<file path="config.mk">
export PLATFORM = sky130hd
export DESIGN_NAME = codec_link_seq
export DESIGN_NICKNAME = d
export VERILOG_FILES = /design/src/rtl/codec_seq_pkg.sv /design/src/rtl/codec_rst_timer.sv /design/src/rtl/codec_frame_pack.sv /design/src/rtl/codec_rx_unpack.sv /design/src/rtl/codec_link_seq.sv
export SDC_FILE = /design/constraint.sdc
export NUM_CORES = 1
export LEC_CHECK = 0
export ABC_AREA = 1
export BUFFER_PORTS_ARGS = -buffer_cell sky130_fd_sc_hd__buf_2
export CELL_PAD_IN_SITES_DETAIL_PLACEMENT = 1
export CELL_PAD_IN_SITES_GLOBAL_PLACEMENT = 2
export CORE_MARGIN = 10
export CORE_UTILIZATION = 31
export DETAILED_ROUTE_END_ITERATION = 8
export HOLD_SLACK_MARGIN = 0.1
export PLACE_DENSITY = 0.95
export SETUP_SLACK_MARGIN = 0.4
export SLEW_MARGIN = 20
export SYNTH_ARGS = -nofsm -noshare
export SYNTH_HDL_FRONTEND = slang
export SYNTH_SLANG_ARGS = --single-unit
</file>
<file path="constraint.sdc">
create_clock -name clk -period 3 [get_ports clk]
set_input_delay 0.6 -clock clk [delete_from_list [all_inputs] [get_ports clk]]
set_output_delay 0.6 -clock clk [all_outputs]
set_load 0.01 [all_outputs]
</file>
<file path="src/rtl/codec_seq_pkg.sv">
package codec_seq_pkg;

  typedef enum logic [3:0] {
    ST_HOLD,
    ST_CLEAR,
    ST_RELEASE,
    ST_W_SECREQ,
    ST_W_CFG,
    ST_IDLE,
    ST_W_SAMPLE,
    ST_W_SELFRM,
    ST_W_SELCTL
  } seq_state_t;

endpackage

</file>
<file path="src/rtl/codec_rst_timer.sv">
module codec_rst_timer #(
  parameter int HOLD_CYC = 100,
  localparam int CNT_W = (HOLD_CYC > 1) ? $clog2(HOLD_CYC + 1) : 1
) (
  input  logic clk,
  input  logic rst,
  input  logic run,
  output logic expired
);

  logic [CNT_W-1:0] cnt;

  assign expired = (cnt == CNT_W'(HOLD_CYC - 1));

  always_ff @(posedge clk) begin
    if (rst) begin
      cnt <= '0;
    end else if (run && !expired) begin
      cnt <= cnt + 1'b1;
    end
  end

  AST_CNT_BOUND: assert property (@(posedge clk) disable iff (rst)
    cnt <= CNT_W'(HOLD_CYC - 1));

endmodule

</file>
<file path="src/rtl/codec_frame_pack.sv">
module codec_frame_pack #(
  parameter int FRAME_W = 16,
  parameter int SMP_W   = 14,
  localparam int PAD_W  = FRAME_W - SMP_W
) (
  input  logic [SMP_W-1:0]   sample,
  input  logic               secondary,
  output logic [FRAME_W-1:0] frame
);

  assign frame = {sample, {PAD_W{secondary}}};

endmodule

</file>
<file path="src/rtl/codec_rx_unpack.sv">
module codec_rx_unpack #(
  parameter int FRAME_W = 16,
  parameter int SMP_W   = 14,
  parameter int OUT_W   = 16,
  localparam int PAD_W  = FRAME_W - SMP_W
) (
  input  logic [FRAME_W-1:0] word,
  output logic [OUT_W-1:0]   sample
);

  logic [SMP_W-1:0] field;
  logic             unused_pad;

  assign field      = word[FRAME_W-1:PAD_W];
  assign unused_pad = ^word[PAD_W-1:0];

  generate
    if (OUT_W > SMP_W) begin : g_extend
      assign sample = {{(OUT_W - SMP_W){field[SMP_W-1]}}, field};
    end else begin : g_exact
      assign sample = field[SMP_W-1 -: OUT_W];
    end
  endgenerate

endmodule

</file>
<file path="src/rtl/codec_link_seq.sv">
module codec_link_seq #(
  parameter int FRAME_W = 16,
  parameter int SMP_W   = 14,
  parameter int OUT_W   = 16,
  parameter int RST_CYC = 100,
  parameter int CFG_N   = 4,
  parameter logic [CFG_N*FRAME_W-1:0] CFG_WORDS =
    {16'h0067, 16'h4892, 16'h0001, 16'h162C},
  parameter logic [FRAME_W-1:0] SEC_REQ_WORD = 16'h0003,
  parameter logic [FRAME_W-1:0] SEL_PRI_WORD = 16'h0063,
  parameter logic [FRAME_W-1:0] SEL_AUX_WORD = 16'h0073
) (
  input  logic               clk,
  input  logic               rst,
  input  logic               tx_ready,
  input  logic [FRAME_W-1:0] rx_word,
  output logic               tx_load,
  output logic [FRAME_W-1:0] tx_word,
  output logic               port_en,
  output logic               codec_rst_n,
  output logic               busy,
  input  logic               smp_req,
  input  logic [SMP_W-1:0]   smp_dac,
  output logic               smp_ack,
  output logic [OUT_W-1:0]   smp_adc,
  input  logic               sel_req,
  input  logic               sel_aux,
  output logic               sel_ack
);

  import codec_seq_pkg::*;

  localparam int PAD_W = FRAME_W - SMP_W;
  localparam int IDX_W = (CFG_N > 1) ? $clog2(CFG_N) : 1;

  seq_state_t          state;
  logic [IDX_W-1:0]    idx;
  logic [SMP_W-1:0]    dac_hold;
  logic                aux_pick;
  logic                hold_done;
  logic                can_write;
  logic [FRAME_W-1:0]  frm_primary;
  logic [FRAME_W-1:0]  frm_select;
  logic [FRAME_W-1:0]  cfg_word;
  logic [OUT_W-1:0]    rx_sample;

  codec_rst_timer #(.HOLD_CYC(RST_CYC)) u_timer (
    .clk     (clk),
    .rst     (rst),
    .run     (state == ST_HOLD),
    .expired (hold_done)
  );

  codec_frame_pack #(.FRAME_W(FRAME_W), .SMP_W(SMP_W)) u_pack_pri (
    .sample    (dac_hold),
    .secondary (1'b0),
    .frame     (frm_primary)
  );

  codec_frame_pack #(.FRAME_W(FRAME_W), .SMP_W(SMP_W)) u_pack_sec (
    .sample    (dac_hold),
    .secondary (1'b1),
    .frame     (frm_select)
  );

  codec_rx_unpack #(.FRAME_W(FRAME_W), .SMP_W(SMP_W), .OUT_W(OUT_W)) u_unpack (
    .word   (rx_word),
    .sample (rx_sample)
  );

  assign cfg_word  = CFG_WORDS[idx*FRAME_W +: FRAME_W];
  // a write in the previous cycle blocks the next one until ready is re-sampled
  assign can_write = tx_ready && !tx_load;

  always_ff @(posedge clk) begin
    if (rst) begin
      state       <= ST_HOLD;
      idx         <= '0;
      dac_hold    <= '0;
      aux_pick    <= 1'b0;
      tx_load     <= 1'b0;
      tx_word     <= '0;
      port_en     <= 1'b0;
      codec_rst_n <= 1'b0;
      busy        <= 1'b1;
      smp_ack     <= 1'b0;
      smp_adc     <= '0;
      sel_ack     <= 1'b0;
    end else begin
      tx_load <= 1'b0;
      smp_ack <= 1'b0;
      sel_ack <= 1'b0;
      case (state)
        ST_HOLD: begin
          if (hold_done) state <= ST_CLEAR;
        end
        ST_CLEAR: begin
          tx_load <= 1'b1;
          tx_word <= '0;
          port_en <= 1'b1;
          state   <= ST_RELEASE;
        end
        ST_RELEASE: begin
          codec_rst_n <= 1'b1;
          idx         <= '0;
          state       <= ST_W_SECREQ;
        end
        ST_W_SECREQ: begin
          if (can_write) begin
            tx_load <= 1'b1;
            tx_word <= SEC_REQ_WORD;
            state   <= ST_W_CFG;
          end
        end
        ST_W_CFG: begin
          if (can_write) begin
            tx_load <= 1'b1;
            tx_word <= cfg_word;
            if (idx == IDX_W'(CFG_N - 1)) begin
              busy  <= 1'b0;
              state <= ST_IDLE;
            end else begin
              idx   <= idx + 1'b1;
              state <= ST_W_SECREQ;
            end
          end
        end
        ST_IDLE: begin
          if (sel_req) begin
            aux_pick <= sel_aux;
            busy     <= 1'b1;
            state    <= ST_W_SELFRM;
          end else if (smp_req) begin
            dac_hold <= smp_dac;
            busy     <= 1'b1;
            state    <= ST_W_SAMPLE;
          end
        end
        ST_W_SAMPLE: begin
          if (can_write) begin
            tx_load <= 1'b1;
            tx_word <= frm_primary;
            smp_adc <= rx_sample;
            smp_ack <= 1'b1;
            busy    <= 1'b0;
            state   <= ST_IDLE;
          end
        end
        ST_W_SELFRM: begin
          if (can_write) begin
            tx_load <= 1'b1;
            tx_word <= frm_select;
            state   <= ST_W_SELCTL;
          end
        end
        ST_W_SELCTL: begin
          if (can_write) begin
            tx_load <= 1'b1;
            tx_word <= aux_pick ? SEL_AUX_WORD : SEL_PRI_WORD;
            sel_ack <= 1'b1;
            busy    <= 1'b0;
            state   <= ST_IDLE;
          end
        end
        default: state <= ST_HOLD;
      endcase
    end
  end

  AST_CLEAR_BEFORE_RELEASE: assert property (@(posedge clk) disable iff (rst)
    $rose(codec_rst_n) |-> ($past(tx_load) && $past(tx_word) == '0));
  AST_PORT_BEFORE_RELEASE: assert property (@(posedge clk) disable iff (rst)
    codec_rst_n |-> port_en);
  AST_WRITE_NEEDS_READY: assert property (@(posedge clk) disable iff (rst)
    (tx_load && codec_rst_n) |-> $past(tx_ready));
  AST_NO_BACK_TO_BACK: assert property (@(posedge clk) disable iff (rst)
    tx_load |=> !tx_load);
  AST_BUSY_IN_RESET: assert property (@(posedge clk) disable iff (rst)
    !codec_rst_n |-> busy);
  AST_SAMPLE_PRIMARY: assert property (@(posedge clk) disable iff (rst)
    smp_ack |-> (tx_load && tx_word[PAD_W-1:0] == '0));
  AST_SELECT_CTRL: assert property (@(posedge clk) disable iff (rst)
    sel_ack |-> (tx_load && (tx_word == SEL_PRI_WORD || tx_word == SEL_AUX_WORD)));
  AST_ONE_ACK: assert property (@(posedge clk) disable iff (rst)
    $onehot0({smp_ack, sel_ack}));

endmodule

</file>
* Word level (Yosys, flattened, before mapping)
Index checks and enable logic that the tools add are counted.
** Word-level totals
- Output and inout port bits :: 38
- Flip-flop bits (word level) :: 64
- Word-level logic and storage cells :: 85
** Cells by class
- Eq/ne operators :: 20
- Reduce and logical (&&, ||, !) cells :: 19
- Shifts and indexed selects :: 1
- Add/sub/neg operators :: 2
- Bitwise logic cells :: 3
- Multiplexer cells :: 27
** Operators by type and width (count)
- $pmux W16 S6 :: 1
- $mux W16 :: 5
- $shiftx A64 B7 Y16 const A :: 1
- $pmux W4 S8 :: 1
- $mux W4 :: 7
- $eq A4 B3 Y1 const B :: 4
- $ne A2 B2 Y1 const B :: 8
- $reduce_and A6 Y1 :: 2
- $eq A4 B2 Y1 const B :: 2
- $add A7 B1 Y7 const B :: 1
- $eq A7 B7 Y1 const B :: 1
- $mux W1 :: 6
- $reduce_and A3 Y1 :: 2
- $reduce_bool A6 Y1 :: 1
- $reduce_or A2 Y1 :: 3
- $mux W5 :: 1
- $reduce_and A5 Y1 :: 1
- $reduce_or A5 Y1 :: 1
- $eq A4 B1 Y1 const B :: 1
- $eq A4 B4 Y1 const B :: 1
- $logic_not A4 Y1 :: 1
- $mux W2 :: 2
- $pmux W2 S2 :: 1
- $reduce_and A2 Y1 :: 2
- 12 further kinds :: 16

* Depth between registers and ports, before layout
Gate-level depths: netlist (run 1).
- Depth in word-level cells :: 4
- Gate-level depth with buffers :: 10

* Cells and area by module
From an unflattened synthesis (run 1), not the netlist that was laid out.
** Unflattened totals
- Cell total of the unflattened synthesis :: 535
- Area total of the unflattened synthesis :: 3753.6 sq um
** Modules (own cells, without submodules)
- codec_link_seq :: instances 1, sequential area each 1181.1 sq um, cells an instance 426, area each 2954.1 sq um
- codec_rst_timer :: instances 1, sequential area each 140.1 sq um, cells an instance 61, area each 439.2 sq um
- codec_frame_pack :: instances 2, sequential area each 0.0 sq um, cells an instance 16, area each 120.1 sq um
- codec_rx_unpack :: instances 1, sequential area each 0.0 sq um, cells an instance 16, area each 120.1 sq um

* Least setup slack after synthesis (run 1)
Ideal clock, no wire load.
- Path kind :: in2reg
- Start point :: in tx_ready
- End point :: reg smp_adc[0]
- Arrival :: 1.402 ns
- Path slack :: 1.528 ns
- Cell stages on the path :: 6
- Setup time :: 0.070 ns
- Buffers on the path :: 2
- Path through :: inv_1 > nor2_1 > nand3_1 > buf_2 > buf_2 > a21oi_1
** On the way
- Cells in the longest elaborated chain, start to end :: 2
** Ends and longest elaborated chain
- start: declaration :: line codec_link_seq.sv:15 : input logic tx_ready,
- $logic_and A1 B1 Y1 :: line codec_link_seq.sv:73 : assign can_write = tx_ready && !tx_load;
- $reduce_and A2 Y1 (no line)
- end signal: assignment :: line codec_link_seq.sv:143 : smp_adc <= rx_sample;
- end: declaration :: line codec_link_seq.sv:25 : output logic [OUT_W-1:0] smp_adc,
No other way between the ends.
A chain may end at the register's enable or synchronous reset.

* Worst setup path after layout (run 1)
- Start point :: reg state[2]
- End point :: reg dac_hold[8]
** On the way
- Cells in the longest elaborated chain, start to end :: 2
** Ends and longest elaborated chain
- start: declaration :: line codec_link_seq.sv:36 : seq_state_t state;
- start signal: assignment :: line codec_link_seq.sv:77 : state <= ST_HOLD;
- start signal: assignment :: line codec_link_seq.sv:95 : if (hold_done) state <= ST_CLEAR;
- start signal: assignment :: line codec_link_seq.sv:101 : state <= ST_RELEASE;
- $eq A4 B3 Y1 :: line codec_link_seq.sv:93 : case (state)
- $reduce_and A3 Y1 (no line)
- end signal: assignment :: line codec_link_seq.sv:134 : dac_hold <= smp_dac;
- end: declaration :: line codec_link_seq.sv:38 : logic [SMP_W-1:0] dac_hold;
No other way between the ends.

==> results of run 1 <==
-- power groups by stage --
stage               combinational [W]  clock [W]  sequential, W
floorplan                   0.0000270          0       0.000874
global placement            0.0000552          0       0.000875
detailed placement          0.0000576          0       0.000875
CTS                         0.0000582   0.000829       0.000856
global route                0.0000649   0.000870       0.000856
finish                      0.0000573   0.000806       0.000856
-- worst max-delay path: cells and delay by family, from the launching register on --
| family | cells | cell delay, ns |
|---|---|---|
| AND/OR/NAND/NOR | 4 | 0.79 |
| flip-flops | 1 | 0.43 |
| AO/OA/AOI/OAI | 2 | 0.37 |
| buffers and inverters | 1 | 0.10 |
-- registers in the layout (all words and copies together), names as in the netlist --
signal,count
aux_pick,1
sel_ack,1
u_timer.cnt,7
tx_word,16
dac_hold,14
tx_load,1
state,4
busy,1
smp_adc,14
codec_rst_n,1
port_en,1
idx,2
smp_ack,1
-- cell usage in the layout (no fill, tap or decap), drive strengths merged --
| cell | netlist | final |
|---|---|---|
| nand4 | 1 | 1 |
| or2 | 1 | 1 |
| o21ai | 41 | 41 |
| nand3 | 22 | 22 |
| bufinv | 0 | 1 |
| a21oi | 41 | 41 |
| nand3b | 13 | 13 |
| clkbuf | 7 | 14 |
| nor3 | 2 | 2 |
| buf | 10 | 73 |
| and3 | 1 | 1 |
| dfxtp | 64 | 64 |
| clkinv | 1 | 2 |
| xnor2 | 1 | 1 |
| inv | 51 | 51 |
| nor2 | 72 | 72 |
| o211ai | 1 | 1 |
| nand2 | 70 | 70 |
| ha | 4 | 4 |
-- final timing paths --
check                            startpoint           to  slack (ns)
worst max-delay path               state[2]  dac_hold[8]        1.19
worst min-delay path            smp_adc[12]  smp_adc[12]        0.44
worst max register to register     state[2]  dac_hold[8]        1.19
worst min register to register  smp_adc[12]  smp_adc[12]        0.44
-- through the flow --
stage / hold slack [ns] / total power [W] / setup WS, ns
floorplan: 0.4245 / 0.0009014 / 1.528
global placement: 0.4308 / 0.0009302 / 1.253
detailed placement: 0.4373 / 0.0009329 / 1.209
CTS: 0.4476 / 0.001743 / 1.172
global route: 0.4689 / 0.001791 / 1.015
finish: 0.4427 / 0.001719 / 1.192
-- cell families (layout without fill, tap and decap cells) --
family / after synthesis / after routing / share of synthesized area (%)
compound gates: 83 / 83 / 14.42
xor+xnor: 1 / 1 / 0.3022
fa+ha+maj: 4 / 4 / 1.726
buf+inv: 69 / 141 / 10.06
flops: 64 / 64 / 44.20
simple gates: 182 / 182 / 29.31
-- cell type report --
class                   count  share of cell area [%]
clock buffers              14                   5.172
clock inverters             2                  0.9919
inverters                  52                   5.597
multi-input cells         270                   37.55
flip-flops and latches     64                   36.27
well taps                 111                   3.932
repair buffers             73                   10.49
-- metal layers --
metal  part of all wire (%)  routed length [um]
met5                      0                   0
met1                     43                3748
met2                     51                4430
met3                    5.1                 445
met4                    1.1                 100
==> results.py, run 1 <==
metrics = {
    "outcome": {
        "status": "complete, no violations",
    },
    "critical_path": {
        "path_cells": "inv_2 -> nor2_4 -> nand2_2 -> nor2_4 -> nand2_2 -> o21ai_0 -> a21oi_1",
        "crit_required_ns": 3.22,
        "cp-end-kind": "register",
        "crit_slowest_cell": "dfxtp_1",
        "r2r_cells": 7,
        "path_class": "reg2reg",
        "slowest_delay_ns": 0.43,
        "cp-start-kind": "register",
        "cp.arrival_ns": 2.03,
        "critPathMaxFanout": 25,
    },
    "global_routing": {
        "antenna_found_initial": 0,
        "grt_use_met2_pct": 23.17,
        "grt_use_total_pct": 13.10,
        "gr-max-usage-layer": "met2",
        "grt_pass1_vias": 2832,
        "grt_pass1_wl_mm": 14.02,
        "met1_usage_pct": 14.68,
        "grtUsageMet3_pct": 4.212,
        "grt_max_degree": 55,
        "grt-ovfl-total": 0,
    },
    "timing": {
        "worst_slew_pin_slew_ns": 0.5320,
        "fmax_mhz": 553.0,
        "finalHoldViolCount": 0,
        "fin_crit_sh_pct": 60.28,
        "setup_tns_ns": 0,
        "fin_crit_ns": 1.808,
        "slew_headroom_pct": 64.54,
        "rsz0062_at_grt": "no",
        "clock_skew_ns": 0.008257,
        "slew_viol_final": 0,
        "setup_viol": 0,
    },
    "clock_network": {
        "clk-insertion-delay-late_ns": 0.34,
        "cts_sinks": 64,
        "ctsRootBufferMaster": "clkbuf_8",
        "cts_resized": 0,
        "cts_buffers": 9,
        "clk_path_buf_depth": 2,
        "cts_tree": "done",
        "cts-htree-levels": 3,
        "path_clk_slew_ns": 0.07,
        "ctsHoldBuffers": 0,
        "cts_setup_buffers": 0,
    },
    "pwr": {
        "ir_drop_mv": 0.2157,
        "power.switching_w": 0.0003678,
        "clockPowerShare_pct": 46.9,
        "p_leak_nw": 1.663,
        "sequentialPowerShare_pct": 49.8,
        "sw_frac_of_total_pct": 21.40,
        "intPower_w": 0.001351,
        "power.density_nw_per_um2": 486.6,
        "comb_power_share_pct": 3.3,
    },
    "final_layout": {
        "n_fill_cell": 1187,
        "syn_to_final_growth_pct": 21.84,
        "n_antenna_cell": 0,
        "drive_gt1_share_pct": 23.16,
        "finalNonFillerCells": 586,
        "layout.nets": 510,
        "seq_area_um2": 1281,
        "final_core_util_pct": 38.59,
        "multi_input_area_um2": 1326,
        "stdcell_area_um2": 3532,
    },
    "logic_synthesis": {
        "postSynthCellCount": 403,
        "syn_avg_cell_area_um2": 7.194,
        "syn_nets": 443,
        "yosysMostFrequentCell": "nor2_1",
        "synth-async-reset-ratio_pct": 0,
        "synth_area_leaders": "dfxtp_1 44%, nor2_1 8.5%, nand2_1 8.3%, a21oi_1 7.1%, o21ai_0 6.9%",
        "synth_edf_count": 0,
        "synth_top_flop_cell": "dfxtp_1",
        "yosys.area.top_type_share_pct": 44.20,
        "yosys_warnings": 0,
        "netlist_area_um2": 2899,
        "ys_seq_area_share_pct": 44.20,
        "synth_area_leader_cell": "dfxtp_1",
        "ys_ff_latch": 64,
        "synth_common_cells": "66 x nor2_1, 64 x dfxtp_1, 64 x nand2_1, 44 x inv_1, 41 x a21oi_1",
        "ys_types": 28,
    },
    "routing": {
        "drt_iter0_markers": 160,
        "ant_nets": 0,
        "totalWireLength_mm": 8.725,
        "remaining_drc_errors": 0,
        "viasPerCell": 4.734,
        "route.vias.total": 2774,
        "wl_per_cell_um": 14.89,
        "drt-pass1-iter-count": 4,
    },
    "floorplanning": {
        "start_util_pct": 31.67,
        "coreArea_um2": 9153,
        "dieArea_um2": 13620,
        "die_y_um": 116.7,
        "num_rows": 35,
        "die_x_um": 116.7,
        "num_io_pins": 74,
    },
    "place": {
        "dp.cells": 570,
        "finalWeightedCongestion": 0.8184,
        "port_buffers": 71,
        "hpwl_mm": 6.416,
        "placed_area_um2": 3314,
    },
    "flow_run": {
        "drv_cap": 0,
    },
    "hold_path": {
        "hp-class": "reg2reg",
        "whs_path_depth": 2,
    },
}
Power figures use the tool's default switching activity.
==> run 2, diff against run 1 <==
--- a/config.mk
+++ b/config.mk
@@ -10,10 +10,10 @@
 export CELL_PAD_IN_SITES_DETAIL_PLACEMENT = 1
 export CELL_PAD_IN_SITES_GLOBAL_PLACEMENT = 2
 export CORE_MARGIN = 10
-export CORE_UTILIZATION = 31
+export CORE_UTILIZATION = 26
 export DETAILED_ROUTE_END_ITERATION = 8
 export HOLD_SLACK_MARGIN = 0.1
-export PLACE_DENSITY = 0.95
+export PLACE_DENSITY = 0.87
 export SETUP_SLACK_MARGIN = 0.4
 export SLEW_MARGIN = 20
 export SYNTH_ARGS = -nofsm -noshare
==> constraint.sdc (replaced) <==
create_clock -name clk -period 1.5 [get_ports clk]
set_input_delay 0.3 -clock clk [delete_from_list [all_inputs] [get_ports clk]]
set_output_delay 0.3 -clock clk [all_outputs]
set_load 0.01 [all_outputs]
==> results.py, run 2 (synthesis gave the netlist of run 1 again) <==
metrics = {
    "outcome": {
        "status": "complete, no violations",
    },
    "timing": {
        "fin_crit_ns": 1.440,
        "setup_viol": 0,
        "finalHoldViolCount": 0,
        "clock_skew_ns": 0.01574,
        "worst_slew_pin_slew_ns": 0.2569,
        "fmax_mhz": 694.5,
        "slew_headroom_pct": 82.88,
        "fin_crit_sh_pct": 95.99,
        "slew_viol_final": 0,
        "setup_slack_ns": 0.06009,
        "rsz0062_at_grt": "yes",
    },
    "critical_path": {
        "r2r_cells": 8,
        "cp-start-kind": "register",
        "crit_slowest_cell": "dfxtp_4",
        "cp-end-kind": "register",
        "crit_required_ns": 1.75,
        "critPathMaxFanout": 7,
        "cp.arrival_ns": 1.69,
        "critical_path.top_delay_family": "simple AND/OR/NAND/NOR gates",
        "path_class": "reg2reg",
        "slowest_delay_ns": 0.39,
        "cp_num_buf_inv": 3,
        "path_cells": "nor2_4 -> inv_4 -> nor2_4 -> nand2_8 -> buf_6 -> inv_6 -> nand3_2 -> and3_1",
        "cp_common_cell": "nor2_4",
        "crit_cells": 8,
    },
    "floorplanning": {
        "dieArea_um2": 15770,
        "die_y_um": 125.6,
        "die_x_um": 125.6,
        "start_util_pct": 26.63,
        "coreArea_um2": 10890,
        "num_rows": 38,
        "num_io_pins": 74,
    },
    "clock_network": {
        "path_clk_slew_ns": 0.09,
        "cts_buffers": 9,
        "cts-htree-levels": 3,
        "ctsHoldBuffers": 0,
        "clk-insertion-delay-late_ns": 0.35,
        "cts_tree": "done",
        "ctsRootBufferMaster": "clkbuf_8",
        "clk_path_buf_depth": 2,
        "cts_sinks": 64,
    },
    "routing": {
        "remaining_drc_errors": 0,
        "route.vias.total": 3169,
        "viasPerCell": 4.702,
        "ant_nets": 0,
        "drt-pass1-iter-count": 4,
        "totalWireLength_mm": 11.96,
        "drt_iter0_markers": 135,
        "wl_per_cell_um": 17.74,
    },
    "final_layout": {
        "syn_to_final_growth_pct": 69.49,
        "layout.nets": 567,
        "largest_reg_flops": 16,
        "regMostFlops": "tx_word",
        "stdcell_area_um2": 4913,
        "mostFrequentLayoutCells": "48 x nand2_1, 48 x buf_6, 41 x dfxtp_2, 41 x buf_4, 40 x nor2_1",
        "top_regs": "tx_word: 16 flops, dac_hold: 14 flops, smp_adc: 14 flops",
        "drive_gt1_share_pct": 55.26,
        "final_core_util_pct": 45.13,
        "n_fill_cell": 1300,
        "finalNonFillerCells": 674,
    },
    "global_routing": {
        "grt-ovfl-total": 0,
        "grt_use_total_pct": 14.45,
        "antenna_found_initial": 2,
        "grt_max_degree": 55,
        "grt_pass1_wl_mm": 18.58,
        "grt_pass1_vias": 3524,
    },
    "place": {
        "finalWeightedCongestion": 0.8048,
        "hpwl_mm": 6.658,
        "dp.cells": 614,
        "placed_area_um2": 3566,
        "pre_cts_ws_ns": -0.07689,
        "port_buffers": 71,
    },
    "pwr": {
        "power.density_nw_per_um2": 695.3,
        "report.power.total_w": 0.003416,
        "ir_drop_mv": 0.3363,
        "p_leak_nw": 2.148,
    },
    "hold_path": {
        "whs_path_depth": 3,
        "hp-class": "in2reg",
    },
    "flow_run": {
        "drv_cap": 0,
    },
}
==> run 2: changes by cell type in the layout (fill, tap and decap cells not counted), moves of 9 or more <==
| cell | before | now |
|---|---|---|
| o21ai_0 | 40 | 9 |
| buf_2 | 71 | 33 |
| a21oi_1 | 41 | 25 |
| o21ai_1 | 1 | 28 |
| nand3_1 | 20 | 11 |
| buf_4 | 2 | 41 |
| dfxtp_2 | 0 | 41 |
| nand2_1 | 64 | 48 |
| nor2_2 | 4 | 15 |
| buf_6 | 0 | 48 |
| nor2_1 | 66 | 40 |
| nor2_4 | 2 | 17 |
| a21oi_2 | 0 | 16 |
| dfxtp_1 | 64 | 19 |
==> run 2: worst reg2reg max path: cells and delay by family (launching register included) <==
| family | cells | cell delay (ns) |
|---|---|---|
| DFF | 1 | 0.39 |
| buffers and inverters | 3 | 0.30 |
| and+or+nand+nor | 5 | 0.66 |
==> run 2: where the power goes <==
part	leakage, nW	internal, W	total (W)	switching, W
registers	0.539	0.00170	0.00170	0.00000738
logic	1.51	0.0000790	0.000183	0.000104
clock network	0.0969	0.000777	0.00153	0.000752
total	2.15	0.00255	0.00342	0.000863
==> run 2: final timing paths <==
path / from / to / slack (ns)
worst max-delay path: state[3] / u_timer.cnt[2] / 0.06
worst min-delay path: smp_dac[10] / dac_hold[10] / 0.20
worst max register to register: state[3] / u_timer.cnt[2] / 0.06
worst min register to register: dac_hold[9] / dac_hold[9] / 0.46
==> run 2: layer usage <==
layer / vias to the layer above / global-route usage, % / routed length [um]
li1: 1537 / - / -
met1: 1539 / 14.83 / 4685
met2: 75 / 27.35 / 6477
met3: 18 / 3.887 / 495
met4: 0 / 5.081 / 299
met5: - / 0 / 0
==> run 2: repair_timing <==
| action | 4_1_cts | 5_1_grt |
|---|---|---|
| endpoints found under the setup margin | 100 | 100 |
| buffers inserted | 29 | 9 |
| cloned | 2 | 2 |
| resized for setup | 179 | 54 |
| pin swaps | 25 | 27 |
==> run 2: metrics by stage <==
| step | hold WS (ns) | setup TNS, ns |
|---|---|---|
| after floorplan | 0.4246 | 0 |
| after global placement | 0.4293 | 0 |
| after detailed placement | 0.4404 | -0.6896 |
| after CTS | 0.1960 | 0 |
| after global routing | 0.2051 | 0 |
| final | 0.2045 | 0 |
==> run 2: layout make-up <==
| cell class | instances | area, um2 | area share, % |
|---|---|---|---|
| multi-input combinational | 270 | 1773 | 36.08 |
| sequential | 64 | 1348 | 27.43 |
| timing repair buffer | 129 | 1174 | 23.89 |
| inverter | 52 | 234.0 | 4.762 |
| tap | 140 | 175.2 | 3.565 |
| clock buffer | 10 | 127.6 | 2.597 |
| clock inverter | 6 | 68.82 | 1.401 |
| timing repair inverter | 1 | 8.758 | 0.1783 |
| antenna | 2 | 5.005 | 0.1019 |
==> run 3, diff against run 2 <==
--- a/config.mk
+++ b/config.mk
@@ -9,8 +9,10 @@
 export BUFFER_PORTS_ARGS = -buffer_cell sky130_fd_sc_hd__buf_2
 export CELL_PAD_IN_SITES_DETAIL_PLACEMENT = 1
 export CELL_PAD_IN_SITES_GLOBAL_PLACEMENT = 2
+export CORE_ASPECT_RATIO = 1.1
 export CORE_MARGIN = 10
 export CORE_UTILIZATION = 26
+export CTS_CLUSTER_SIZE = 8
 export DETAILED_ROUTE_END_ITERATION = 8
 export HOLD_SLACK_MARGIN = 0.1
 export PLACE_DENSITY = 0.87
==> results.py, run 3 (synthesis gave the netlist of run 1 again) <==
metrics = {
    "global_routing": {
        "grt_use_total_pct": 13.20,
        "grt_pass1_vias": 3303,
        "grt_max_degree": 55,
        "antenna_found_initial": 1,
        "grt_pass1_wl_mm": 16.44,
        "grt-ovfl-total": 0,
    },
    "floorplanning": {
        "num_io_pins": 74,
        "num_rows": 40,
        "dieArea_um2": 15780,
        "coreArea_um2": 10910,
        "die_x_um": 120.7,
        "die_y_um": 130.8,
        "start_util_pct": 26.57,
    },
    "routing": {
        "remaining_drc_errors": 0,
        "drt_iter0_markers": 142,
        "viasPerCell": 4.508,
        "ant_nets": 0,
        "totalWireLength_mm": 10.33,
        "route.vias.total": 3007,
        "drt-pass1-iter-count": 4,
        "wl_per_cell_um": 15.48,
    },
    "final_layout": {
        "mostFrequentLayoutCells": "49 x nand2_1, 42 x nor2_1, 41 x buf_2, 40 x inv_1, 38 x buf_6",
        "top_regs": "tx_word: 16 flops, dac_hold: 14 flops, smp_adc: 14 flops",
        "drive_gt1_share_pct": 54.53,
        "syn_to_final_growth_pct": 67.16,
        "regMostFlops": "tx_word",
        "final_core_util_pct": 44.42,
        "largest_reg_flops": 16,
        "layout.nets": 555,
        "layout_commonest_cell": "nand2_1",
    },
    "clock_network": {
        "ctsHoldBuffers": 0,
        "cts_sinks": 64,
        "cts_tree": "done",
        "ctsRootBufferMaster": "clkbuf_16",
        "cts_buffers": 9,
        "clk_path_buf_depth": 2,
        "cts-htree-levels": 3,
        "path_clk_slew_ns": 0.05,
        "clk-insertion-delay-late_ns": 0.33,
    },
    "critical_path": {
        "path_class": "reg2reg",
        "cp.arrival_ns": 1.57,
        "rrSetupSlack_ns": 0.14,
        "critPathMaxFanout": 6,
        "path_cells": "inv_4 -> nor2_4 -> nand2_2 -> nor2_4 -> buf_6 -> nand2_8 -> o21ai_0 -> a21oi_1",
        "critical_path.top_delay_family": "simple AND/OR/NAND/NOR gates",
        "crit_required_ns": 1.71,
        "cp_common_cell": "nor2_4",
        "slowest_delay_ns": 0.38,
        "cp-end-kind": "register",
        "cp-start-kind": "register",
        "crit_slowest_cell": "dfxtp_4",
        "cp_num_buf_inv": 2,
    },
    "outcome": {
        "status": "complete, no violations",
    },
    "timing": {
        "clock_skew_ns": 0.002871,
        "setup_viol": 0,
        "slew_viol_final": 0,
        "finalHoldViolCount": 0,
        "fin_crit_ns": 1.363,
        "worst_slew_pin_slew_ns": 0.3956,
        "setup_slack_ns": 0.1370,
        "rsz0062_at_grt": "yes",
        "setup_tns_ns": 0,
        "fin_crit_sh_pct": 90.87,
        "fmax_mhz": 733.7,
        "slew_headroom_pct": 73.63,
    },
    "flow_run": {
        "drv_cap": 0,
    },
    "place": {
        "port_buffers": 71,
        "finalWeightedCongestion": 0.8594,
        "hpwl_mm": 6.523,
        "pre_cts_ws_ns": -0.01951,
    },
    "pwr": {
        "p_leak_nw": 2.086,
        "power.density_nw_per_um2": 806.2,
        "ir_drop_mv": 0.5453,
        "report.power.total_w": 0.003907,
    },
    "hold_path": {
        "hp-class": "in2reg",
    },
}
==> run 3: changes by cell type in the layout (fill, tap and decap cells not counted), moves of 8 or more <==
cell | before | now
o21ai_1 | 28 | 8
buf_2 | 33 | 41
o21ai_2 | 4 | 21
buf_6 | 48 | 38
buf_4 | 41 | 29
clkbuf_16 | 1 | 9
==> run 3: power breakdown <==
part	switching [W]	internal [W]	total (W)
clock network	0.000739	0.00129	0.00202
registers	0.00000832	0.00170	0.00171
logic	0.000101	0.0000712	0.000173
==> run 3: metrics by stage <==
step | hold WS, ns | area, um2 | instances
after global routing | 0.2315 | 4843 | 666
final | 0.2296 | 4846 | 667
after detailed placement | 0.4370 | 3587 | 621
after floorplan | 0.4246 | 2970 | 403
after global placement | 0.4280 | 3587 | 621
after CTS | 0.2241 | 4524 | 663
==> run 3: worst reg2reg max path: stages (launching register included) <==
cell,delay [ns]
dfxtp_4,0.38
inv_4,0.05
nor2_4,0.10
nand2_2,0.09
nor2_4,0.15
buf_6,0.13
nand2_8,0.07
o21ai_0,0.20
a21oi_1,0.07
==> run 3: final timing paths <==
path / from / endpoint / cells past startpoint
max: state[2] / dac_hold[13] / 8
max reg2reg: state[2] / dac_hold[13] / 8
min reg2reg: smp_adc[10] / smp_adc[10] / 2
min: smp_dac[8] / dac_hold[8] / 3
==> run 3: layout make-up <==
type / count / area (um2)
inverter: 52 / 220.2
tap: 147 / 183.9
clock buffer: 13 / 280.3
sequential: 64 / 1341
multi-input combinational: 273 / 1808
clock inverter: 2 / 12.51
timing repair buffer: 114 / 985.9
fill: 1328 / 6065
antenna: 1 / 2.502
timing repair inverter: 1 / 11.26
==> run 3: routing by layer <==
metal / wire (um) / vias to the layer above / track usage, %
li1: - / 1513 / -
met1: 3930 / 1429 / 12.82
met2: 5783 / 53 / 24.99
met3: 407 / 12 / 3.820
met4: 204 / 0 / 6.605
met5: 0 / - / 0
==> run 3: timing repair <==
| item | in CTS | in global routing |
|---|---|---|
| cloned | 5 | 1 |
| pin swaps | 16 | 13 |
| buffers inserted | 22 | 2 |
| gates resized for setup | 139 | 74 |
| endpoints found under the setup margin | 83 | 97 |
